`config.mk`:
```
export PLATFORM = sky130hd
export DESIGN_NAME = lenc_channel
export DESIGN_NICKNAME = d
export VERILOG_FILES = /design/src/rtl/lenc_pkg.sv /design/src/rtl/lenc_table.sv /design/src/rtl/lenc_core.sv /design/src/rtl/lenc_channel.sv
export SDC_FILE = /design/constraint.sdc
export NUM_CORES = 1
export LEC_CHECK = 0
export BUFFER_PORTS_ARGS = -buffer_cell sky130_fd_sc_hd__buf_4
export CAP_MARGIN = 20
export CORE_MARGIN = 1.5
export CORE_UTILIZATION = 46
export DETAILED_ROUTE_END_ITERATION = 6
export MAX_ROUTING_LAYER = met4
export PLACE_DENSITY = 0.74
export SYNTH_ARGS = -nofsm -noshare
export SYNTH_HDL_FRONTEND = slang
export SYNTH_SLANG_ARGS = --single-unit
export TNS_END_PERCENT = 100
```
`constraint.sdc`:
```
create_clock -name clk -period 1.6 [get_ports clk]
set_input_delay 0 -clock clk [delete_from_list [all_inputs] [get_ports clk]]
set_output_delay 0 -clock clk [all_outputs]
set_load 0.02 [all_outputs]
```
`src/rtl/lenc_pkg.sv`:
```
package lenc_pkg;

    localparam int CODE_W  = 5;
    localparam int COUNT_W = 8;

    typedef struct packed {
        logic [COUNT_W-1:0] count;
    } lenc_state_t;

    // Duration table computed from structure: odd codes give code-1
    // (code 1 is the long special case), even codes are scaled bases.
    function automatic logic [COUNT_W-1:0] lenc_lookup(input logic [CODE_W-1:0] code);
        logic [3:0] half_idx;
        logic [7:0] base;
        logic [7:0] res;
        half_idx = code[4:1];
        base     = code[4] ? 8'd12 : 8'd10;
        if (code[0]) begin
            res = (code == 5'd1) ? 8'd254 : {3'b000, code} - 8'd1;
        end else begin
            case (half_idx[2:0])
                3'd0: res = base;
                3'd1: res = base << 1;
                3'd2: res = base << 2;
                3'd3: res = base << 3;
                3'd4: res = base << 4;
                3'd5: res = base * 8'd6;
                3'd6: res = code[4] ? 8'd16 : 8'd14;
                default: res = code[4] ? 8'd32 : 8'd26;
            endcase
        end
        return res[COUNT_W-1:0];
    endfunction

endpackage

```
`src/rtl/lenc_table.sv`:
```
module lenc_table
    import lenc_pkg::*;
#(
    parameter int IDX_W = CODE_W,
    parameter int VAL_W = COUNT_W
) (
    input  logic [IDX_W-1:0] code_i,
    output logic [VAL_W-1:0] value_o
);
    always_comb begin
        value_o = VAL_W'(lenc_lookup(CODE_W'(code_i)));
    end
endmodule

```
`src/rtl/lenc_core.sv`:
```
module lenc_core
    import lenc_pkg::*;
#(
    parameter int VAL_W = COUNT_W
) (
    input  logic             clk,
    input  logic             rst_n,
    input  logic             en_i,
    input  logic             halt_i,
    input  logic             load_i,
    input  logic [VAL_W-1:0] load_val_i,
    input  logic             tick_i,
    output logic [VAL_W-1:0] count_o
);
    logic [VAL_W-1:0] count_d, count_q;
    logic             step;

    always_comb begin
        step    = tick_i && !halt_i && (count_q != '0);
        count_d = count_q;
        if (!en_i) begin
            count_d = '0;
        end else if (load_i) begin
            count_d = load_val_i;
        end else if (step) begin
            count_d = count_q - VAL_W'(1);
        end
    end

    always_ff @(posedge clk or negedge rst_n) begin
        if (!rst_n) count_q <= '0;
        else        count_q <= count_d;
    end

    assign count_o = count_q;

    AST_OFF_CLEARS: assert property (@(posedge clk) disable iff (!rst_n)
        !en_i |=> count_q == '0);
    AST_NO_WRAP: assert property (@(posedge clk) disable iff (!rst_n)
        (count_q == '0 && !load_i) |=> count_q == '0);
    AST_HALT_FREEZE: assert property (@(posedge clk) disable iff (!rst_n)
        (en_i && !load_i && halt_i) |=> $stable(count_q));
    AST_ONE_STEP: assert property (@(posedge clk) disable iff (!rst_n)
        (en_i && !load_i && tick_i && !halt_i && count_q != '0)
        |=> count_q == $past(count_q) - VAL_W'(1));
    AST_LOAD_TAKES: assert property (@(posedge clk) disable iff (!rst_n)
        (en_i && load_i) |=> count_q == $past(load_val_i));
endmodule

```
`src/rtl/lenc_channel.sv`:
```
module lenc_channel
    import lenc_pkg::*;
#(
    parameter int IDX_W = CODE_W,
    parameter int VAL_W = COUNT_W
) (
    input  logic             clk,
    input  logic             rst_n,
    input  logic             chan_en_i,
    input  logic             halt_i,
    input  logic             load_i,
    input  logic [IDX_W-1:0] code_i,
    input  logic             half_tick_i,
    output logic [VAL_W-1:0] count_o,
    output logic             nonzero_o,
    output logic             gate_o
);
    logic [VAL_W-1:0] table_val;

    lenc_table #(.IDX_W(IDX_W), .VAL_W(VAL_W)) u_table (
        .code_i  (code_i),
        .value_o (table_val)
    );

    lenc_core #(.VAL_W(VAL_W)) u_core (
        .clk        (clk),
        .rst_n      (rst_n),
        .en_i       (chan_en_i),
        .halt_i     (halt_i),
        .load_i     (load_i),
        .load_val_i (table_val),
        .tick_i     (half_tick_i),
        .count_o    (count_o)
    );

    assign nonzero_o = (count_o != '0);
    assign gate_o    = nonzero_o && chan_en_i;

    AST_GATE_QUIET: assert property (@(posedge clk) disable iff (!rst_n)
        (count_o == '0 || !chan_en_i) |-> !gate_o);
    AST_LOAD_NONZERO: assert property (@(posedge clk) disable iff (!rst_n)
        (chan_en_i && load_i) |=> nonzero_o);
endmodule

```
==> results of run 1 <==
[worst min-delay path by stage]
| stage | from | endpoint | cells past startpoint |
|---|---|---|---|
| 6_report | load_i | u_core.count_o[6]$_DFFE_PN0P_ | 2 |
| 2_1_floorplan | rst_n | u_core.count_o[0]$_DFFE_PN0P_ | 0 |
| 3_5_place_dp | rst_n | u_core.count_o[4]$_DFFE_PN0P_ | 1 |
| 3_3_place_gp | rst_n | u_core.count_o[4]$_DFFE_PN0P_ | 1 |
| 4_1_cts | load_i | u_core.count_o[6]$_DFFE_PN0P_ | 2 |
| 5_1_grt | load_i | u_core.count_o[6]$_DFFE_PN0P_ | 2 |
[Yosys cell counts (2+ instances only)]
master and n:
nand2_1 6, xnor2_1 2, o22ai_1 2, or3_1 3
nand2b_1 2, inv_1 10, dfrtp_1 8, a21oi_1 5
clkbuf_1 3, o21ai_0 5, a21o_1 2, ha_1 4
nor2_1 5, nor2b_1 3, o211ai_1 4, xor2_1 4
nand3b_1 2, o31a_1 2
[power breakdown]
group          switching, mW  internal [mW]
logic                  0.220          0.221
registers             0.0134          0.220
clock network         0.0888         0.0967
[final cells by class]
cell class              instances  area share [%]
repair buffers                 38            25.6
inverters                      10            3.11
multi-input cells              76            50.6
flip-flops and latches          8            16.8
well taps                      16            1.66
clock buffers                   4            2.18
[repair_timing]
item,in CTS,in global routing
hold buffers,2,0
pin swaps,5,7
cloned,0,0
setup endpoints to repair,9,10
gates resized for setup,8,9
setup buffers,2,3
hold endpoints to repair,9,0
[routing by layer]
layer | global-route usage (%) | vias up | wire [um]
met5 | - | - | 0
met3 | 6.00 | 11 | 145
met4 | 12.4 | 0 | 93
met2 | 42.6 | 38 | 1360
li1 | - | 445 | -
met1 | 35.8 | 446 | 1110
[per-stage QoR]
step	instance area (um^2)	instances
2_1_floorplan	815	98
3_3_place_gp	1040	141
3_5_place_dp	1040	141
4_1_cts	1140	149
5_1_grt	1210	152
6_report	1210	152
[critical path, cell delays in order, from the launching register on]
cell and delay (ps):
dfrtp_2 400, or4_4 540, buf_6 140, o31a_1 300, or3_1 360, o211ai_1 100
[logic make-up (layout without fill, tap and decap cells)]
kind of cell,count (synthesis),after routing,share of synthesized area [%]
compound gates,33,33,29.6
simple gates,32,32,23.9
buf+inv,14,52,7.40
flops,8,8,24.7
xor+xnor,6,6,6.47
fa+ha+maj,4,4,6.16
mux,1,1,1.85
==> flow_metrics.env, run 1 <==
export IMPL_violations="negative setup slack"
export IMPL_drt_vias_per_instance=6.18
export IMPL_synth_area_leaders="dfrtp_1, ha_1, inv_1"
export IMPL_pre_cts_slack_ps=-220
export IMPL_place_hpwl_mm=1.74
export IMPL_grt_max_degree=15
export IMPL_nets=152
export IMPL_r2r_start="u_core.count_o[3]$_DFFE_PN0P_"
export IMPL_cts_buffer_depth=2
export IMPL_fin_crit_ps=1930
export IMPL_fmax_mhz=517
export IMPL_max_slew_worst_pin_slew_ps=385
export IMPL_grt_ovfl_total=0
export IMPL_ant_nets=0
export IMPL_hp_class="primary input to flip-flop"
export IMPL_core_um2=1580
export IMPL_drive_gt1_share_pct=41.9
export IMPL_drtPass1Iterations=4
export IMPL_grt_pass1_vias=857
export IMPL_total_power_mw=0.860
export IMPL_synth_cell_types=44
export IMPL_r2r_cells=5
export IMPL_clock_sinks=8
export IMPL_cp_arrival_ps=2130
export IMPL_drc_errors=0
export IMPL_fp_dieH_um=45.0
export IMPL_min_period_over_period_pct=121
export IMPL_gp_congestion=0.906
export IMPL_r2r_end="u_core.count_o[5]$_DFFE_PN0P_"
export IMPL_crit_path_start="u_core.count_o[3]$_DFFE_PN0P_"
export IMPL_final_cell_mix="buf_4, inv_1, nand2_1, dfrtp_1"
export IMPL_ys_ff_latch=8
export IMPL_ys_flop_type="dfrtp_1"
export IMPL_dieArea_um2=2030
export IMPL_hold_viol_final=0
export IMPL_port_buffers=20
export IMPL_clock_skew_ps=6.59
export IMPL_antennaDiodeCount=0
export IMPL_setup_ws_ps=-334
export IMPL_die_x_um=45.0
export IMPL_finalSetupTns_ps=-2770
export IMPL_async_flop_share_pct=100
export IMPL_num_vias=940
export IMPL_grtUsageTotal_pct=28.1
export IMPL_drtIter0Drc=49
export IMPL_antenna_found_initial=0
export IMPL_wire_per_inst_um=17.8
export IMPL_fill_cells=128
export IMPL_numCtsBuffers=3
export IMPL_cts_tree="yes"
export IMPL_drv_cap=0
export IMPL_cp_max_fo=4
export IMPL_multi_input_area_um2=611
export IMPL_area_growth_pct=48.5
export IMPL_std_cell_rows=14
export IMPL_ios=21
export IMPL_cts_max_level=1
export IMPL_ys_warn_count=0
export IMPL_synth_nets=113
export IMPL_critical_path_class="flip-flop to flip-flop"
export IMPL_ir_drop_uv=502
export IMPL_largest_reg_flops=8
export IMPL_cp_end_kind="flip-flop"
export IMPL_seqCellArea_um2=203
export IMPL_setup_viol=10
export IMPL_synth_top_area_share_pct=24.7
export IMPL_final_max_slew_viol_count=0
export IMPL_status="complete, but fails checks"
export IMPL_yosysTopAreaCell="dfrtp_1"
export IMPL_clk_pin_slew_ps=60
export IMPL_p_leak_nw=0.547
export IMPL_endpoint="u_core.count_o[5]$_DFFE_PN0P_"
export IMPL_layout_commonest_cell="buf_4"
export IMPL_reg2reg_slack_ps=-330
export IMPL_worst_setup_path_start_kind="flip-flop"
export IMPL_postLayoutCoreUtil_pct=76.5
export IMPL_whs_ps=50.5
export IMPL_initial_core_util_pct=51.5
export IMPL_synth_edf_count=0
export IMPL_clk_latency_ps=280
export IMPL_syn_area_per_cell_um2=8.29
export IMPL_yosysSeqAreaShare_pct=24.7
export IMPL_drt_wl_total_mm=2.71
export IMPL_p_per_area_nw_per_um2=713
export IMPL_relSlewSlack_pct=74.0
export IMPL_cts_root_buf="clkbuf_4"
export IMPL_synth_area_um2=812
export IMPL_rsz0062_at_grt="true"
export IMPL_grt_pass1_wl_mm=3.89
export IMPL_crit_required_ps=1800
export IMPL_syn_inst=98
Power figures use the tool's default switching activity.
==> run 2: changes to the inputs <==
- CORE_UTILIZATION: 46 -> 51
- PLACE_DENSITY: 0.74 -> 0.77
- clock period: 1.6 -> 2.05 ns (I/O delays scaled with it)
==> run 2 against run 1 <==
  * The run ends with design-rule violations left
  * Setup slack gained 380 ps
  * Clock power fell by 37%
  * First-iteration DRC count decreased by 27%
  * Power is 36% lower
  * Non-clock buffer count down 14
  * Utilization is 8.8 points lower
  * Clock skew decreased by 4.1 ps
  * Combinational power decreased by 46%
  * Critical path depth fell by 1
  * Sequential power shrank 18%
  * Global-route usage down 3.1 points
  * Critical path type unchanged
  * Critical endpoint is now u_core.count_o[6]$_DFFE_PN0P_
==> flow_metrics.env, run 2 (same netlist as run 1, synthesis figures left out) <==
export IMPL_status="complete, but fails checks"
export IMPL_violations="design-rule violations"
export IMPL_cp_max_fo=6
export IMPL_relSlewSlack_pct=64.2
export IMPL_ios=21
export IMPL_slowest_delay_ps=560
export IMPL_crit_required_ps=2170
export IMPL_initial_core_util_pct=53.9
export IMPL_die_x_um=42.9
export IMPL_ant_nets=0
export IMPL_cts_max_level=1
export IMPL_drtIter0Drc=36
export IMPL_area_growth_pct=25.6
export IMPL_drt_wl_total_mm=2.13
export IMPL_num_vias=857
export IMPL_drv_cap=0
export IMPL_drtPass1Iterations=7
export IMPL_numCtsBuffers=3
export IMPL_port_buffers=20
export IMPL_wire_per_inst_um=15.5
export IMPL_hold_viol_final=0
export IMPL_final_max_slew_viol_count=0
export IMPL_fin_crit_ps=2000
export IMPL_cts_tree="yes"
export IMPL_hp_class="primary input to flip-flop"
export IMPL_clk_pin_slew_ps=50
export IMPL_crit_family="compound AO/OA/AOI/OAI gates"
export IMPL_ir_drop_uv=278
export IMPL_crit_slowest_cell="or4_4"
export IMPL_crit_path_start="u_core.count_o[4]$_DFFE_PN0P_"
export IMPL_critical_path_class="flip-flop to flip-flop"
export IMPL_nets=138
export IMPL_p_per_area_nw_per_um2=538
export IMPL_fmax_mhz=499
export IMPL_grt_max_degree=15
export IMPL_drt_vias_per_instance=6.26
export IMPL_final_cell_mix="buf_4, inv_1, dfrtp_1"
export IMPL_antennaDiodeCount=0
export IMPL_postLayoutCoreUtil_pct=67.7
export IMPL_hold_start="chan_en_i"
export IMPL_cp_arrival_ps=2130
export IMPL_cts_root_buf="clkbuf_4"
export IMPL_antenna_found_initial=0
export IMPL_total_power_mw=0.548
export IMPL_cts_buffer_depth=2
export IMPL_place_hpwl_mm=1.48
export IMPL_largest_reg_flops=8
export IMPL_worst_setup_path_start_kind="flip-flop"
export IMPL_fp_dieH_um=42.9
export IMPL_max_slew_worst_pin_slew_ps=532
export IMPL_r2r_start="u_core.count_o[4]$_DFFE_PN0P_"
export IMPL_layout_commonest_cell="buf_4"
export IMPL_min_period_over_period_pct=97.8
export IMPL_cp_cell_sequence="or4_4 -> o2111ai_1 -> nor4_1 -> o311a_1"
export IMPL_drive_gt1_share_pct=28.1
export IMPL_core_um2=1510
export IMPL_setup_viol=0
export IMPL_clk_latency_ps=250
export IMPL_std_cell_rows=14
export IMPL_fill_cells=128
export IMPL_finalSetupTns_ps=0
export IMPL_crit_buf_inv=0
export IMPL_whs_ps=13.8
export IMPL_dieArea_um2=1840
export IMPL_grt_ovfl_total=0
export IMPL_grt_pass1_vias=795
export IMPL_cp_end_kind="flip-flop"
export IMPL_gp_congestion=0.826
export IMPL_p_leak_nw=0.461
export IMPL_grt_pass1_wl_mm=3.35
export IMPL_drc_errors=1
export IMPL_grtUsageTotal_pct=24.9
export IMPL_clock_skew_ps=2.46
export IMPL_clock_sinks=8
-- run 2: through the flow --
step / std cells / cell area (um^2) / setup slack, ps
4_1_cts: 134 / 992 / 16.6
6_report: 137 / 1020 / 46.0
3_3_place_gp: 130 / 960 / 207
5_1_grt: 137 / 1020 / -42.3
3_5_place_dp: 130 / 960 / 149
2_1_floorplan: 98 / 812 / 154
-- run 2: path summary, 6_finish.rpt --
check	slack, ps	end	cells past startpoint
setup / recovery	50	u_core.count_o[6]$_DFFE_PN0P_	4
hold / removal	10	u_core.count_o[3]$_DFFE_PN0P_	3
setup reg to reg	50	u_core.count_o[6]$_DFFE_PN0P_	4
hold reg to reg	620	u_core.count_o[0]$_DFFE_PN0P_	2
max in group asynchronous	1790	u_core.count_o[4]$_DFFE_PN0P_	2
min in group asynchronous	120	u_core.count_o[2]$_DFFE_PN0P_	2
-- run 2: routing by layer --
layer	vias to the layer above	global-route usage [%]	wire length, um
li1	409	-	-
met1	395	29.9	889
met2	45	40.3	1060
met3	8	2.55	121
met4	0	14.4	53
met5	-	-	0
-- run 2: tightest hold or removal path, delay by kind of cell --
kind / cells / cell delay (ps)
AO/OA/AOI/OAI: 1 / 30
buffers and inverters: 2 / 190
-- run 2: final cells by class --
| type | instances | area [um^2] | area share [%] |
|---|---|---|---|
| Timing Repair Buffer | 24 | 183 | 17.9 |
| Multi-Input combinational cell | 76 | 556 | 54.5 |
| Inverter | 10 | 37.5 | 3.68 |
| Sequential cell | 8 | 201 | 19.8 |
| Clock buffer | 3 | 22.5 | 2.21 |
| Tap cell | 16 | 20.0 | 1.96 |
-- run 2: where the power goes --
part           switching, mW  internal (mW)  total (mW)
clock                 0.0511         0.0668       0.118
sequential            0.0200          0.172       0.192
combinational          0.128          0.110       0.238
-- run 2: timing repair --
action	CTS	global route
hold buffers	1	0
hold endpoints to repair	8	0
setup endpoints to repair	0	1
gates resized for setup	0	2
buffers inserted	0	3
==> run 3: changes to the inputs <==
- CORE_UTILIZATION: 51 -> 55
- PLACE_DENSITY: 0.77 -> 0.83
- clock period: 2.05 -> 2.35 ns (I/O delays scaled with it)
==> run 3 against run 2 <==
  * The flow now finishes without violations
  * Clock power down 9%
  * Setup slack better by 250 ps
  * Sequential power down 13%
  * Power down 14%
  * Die area down 6.8%
  * Non-clock buffer count down 3
  * Design area down 2.8%
  * Global-route usage up 1.1 points
  * Via count down 3.4%
  * Routed wire length down 6.1%
  * Critical path type is now flip-flop to output pin
==> flow_metrics.env, run 3 (same netlist as run 1, synthesis figures left out) <==
export IMPL_cp_arrival_ps=2060
export IMPL_drtPass1Iterations=4
export IMPL_cts_hold_buf=1
export IMPL_cts_root_buf="clkbuf_4"
export IMPL_multi_input_area_um2=552
export IMPL_die_x_um=41.4
export IMPL_crit_family="simple AND/OR/NAND/NOR gates"
export IMPL_slowest_delay_ps=570
export IMPL_clock_sinks=8
export IMPL_drc_errors=0
export IMPL_numCtsBuffers=3
export IMPL_postCtsSetupRepairBufs=0
export IMPL_antennaDiodeCount=0
export IMPL_clk_latency_ps=260
export IMPL_worst_setup_path_start_kind="flip-flop"
export IMPL_hold_start="chan_en_i"
export IMPL_rsz0062_at_grt="false"
export IMPL_cp_end_kind="output pin"
export IMPL_wire_per_inst_um=15.0
export IMPL_core_um2=1330
export IMPL_antenna_found_initial=0
export IMPL_fmax_mhz=486
export IMPL_r2r_end="u_core.count_o[5]$_DFFE_PN0P_"
export IMPL_crit_required_ps=2350
export IMPL_crit_slowest_cell="or4_4"
export IMPL_final_max_slew_viol_count=0
export IMPL_finalSetupTns_ps=0
export IMPL_cts_resized_gates=0
export IMPL_ios=21
export IMPL_cts_max_level=1
export IMPL_seqCellArea_um2=200
export IMPL_cts_tree="yes"
export IMPL_place_hpwl_mm=1.49
export IMPL_grt_pass1_wl_mm=3.40
export IMPL_num_vias=828
export IMPL_ir_drop_uv=236
export IMPL_r2r_start="u_core.count_o[3]$_DFFE_PN0P_"
export IMPL_drive_gt1_share_pct=25.4
export IMPL_status="completed"
export IMPL_ant_nets=0
export IMPL_clock_skew_ps=2.27
export IMPL_grtUsageTotal_pct=26.0
export IMPL_postLayoutCoreUtil_pct=74.3
export IMPL_cts_buffer_depth=2
export IMPL_dp_cells=129
export IMPL_relSlewSlack_pct=63.4
export IMPL_finalNonFillerCells=133
export IMPL_cp_cell_sequence="or4_4 -> or3_2 -> and2_1 -> buf_4"
export IMPL_initial_core_util_pct=60.9
export IMPL_std_cell_rows=13
export IMPL_final_cell_mix="buf_4, inv_1, dfrtp_1"
export IMPL_nets=135
export IMPL_hold_depth=3
export IMPL_hp_class="primary input to flip-flop"
export IMPL_dieArea_um2=1720
export IMPL_grt_pass1_vias=804
export IMPL_fp_dieH_um=41.4
export IMPL_p_per_area_nw_per_um2=474
export IMPL_drt_wl_total_mm=2.00
export IMPL_cp_depth=4
export IMPL_setup_viol=0
export IMPL_layout_commonest_cell="buf_4"
export IMPL_min_period_over_period_pct=87.5
export IMPL_gp_congestion=0.822
export IMPL_area_growth_pct=22.0
export IMPL_drv_cap=0
export IMPL_hold_viol_final=0
export IMPL_fill_cells=103
export IMPL_grt_ovfl_total=0
export IMPL_hold_end="u_core.count_o[3]$_DFFE_PN0P_"
export IMPL_largest_reg_flops=8
export IMPL_crit_buf_inv=1
export IMPL_drt_vias_per_instance=6.23
export IMPL_clk_pin_slew_ps=50
export IMPL_port_buffers=20
export IMPL_drtIter0Drc=25
export IMPL_grt_max_degree=15
export IMPL_critical_path_class="flip-flop to output pin"
export IMPL_p_leak_nw=0.446
export IMPL_reg2reg_slack_ps=450
export IMPL_fin_crit_ps=2060
export IMPL_max_slew_worst_pin_slew_ps=545
export IMPL_cp_max_fo=6
export IMPL_r2r_cells=4
-- run 3: changes by cell type in the layout (fill, tap and decap cells not counted), sizes merged --
cell / delta
buf: -3
-- run 3: layer usage --
metal,wire (um),track usage [%],up-vias
met4,53,16.1,0
met2,998,43.4,29
met5,0,-,-
li1,-,-,408
met1,871,29.6,386
met3,74,2.61,5
-- run 3: power breakdown --
| group | leakage [nW] | switching (mW) | internal [mW] |
|---|---|---|---|
| clock | 0.0138 | 0.0487 | 0.0586 |
| sequential | 0.106 | 0.0179 | 0.150 |
| combinational | 0.327 | 0.106 | 0.0882 |
-- run 3: layout make-up --
class	count	share of cell area, %
Sequential cell	8	20.2
Timing Repair Buffer	21	16.2
Clock buffer	3	2.27
Inverter	10	3.79
Tap cell	15	1.89
Multi-Input combinational cell	76	55.7
-- run 3: through the flow --
| step | hold slack, ps | power, mW | setup slack, ps | instance area, um^2 |
|---|---|---|---|---|
| 2_1_floorplan | -296 | 0.292 | 454 | 812 |
| 3_3_place_gp | -178 | 0.355 | 508 | 958 |
| 3_5_place_dp | -177 | 0.360 | 464 | 958 |
| 4_1_cts | 5.61 | 0.468 | 310 | 991 |
| 5_1_grt | 18.9 | 0.498 | 250 | 991 |
| 6_report | 9.77 | 0.469 | 293 | 991 |
-- run 3: tightest hold or removal path, stage by stage --
cell and delay, ps:
buf_4 140, inv_1 50, a211oi_1 40
-- run 3: how the worst max path moves through the flow --
| stage | startpoint | slack [ps] | end |
|---|---|---|---|
| 3_3_place_gp | u_core.count_o[3]$_DFFE_PN0P_ | 510 | u_core.count_o[5]$_DFFE_PN0P_ |
| 5_1_grt | u_core.count_o[6]$_DFFE_PN0P_ | 250 | gate_o |
| 4_1_cts | u_core.count_o[3]$_DFFE_PN0P_ | 310 | gate_o |
| 6_report | u_core.count_o[3]$_DFFE_PN0P_ | 290 | gate_o |
| 3_5_place_dp | u_core.count_o[3]$_DFFE_PN0P_ | 460 | u_core.count_o[6]$_DFFE_PN0P_ |
| 2_1_floorplan | u_core.count_o[3]$_DFFE_PN0P_ | 450 | u_core.count_o[5]$_DFFE_PN0P_ |
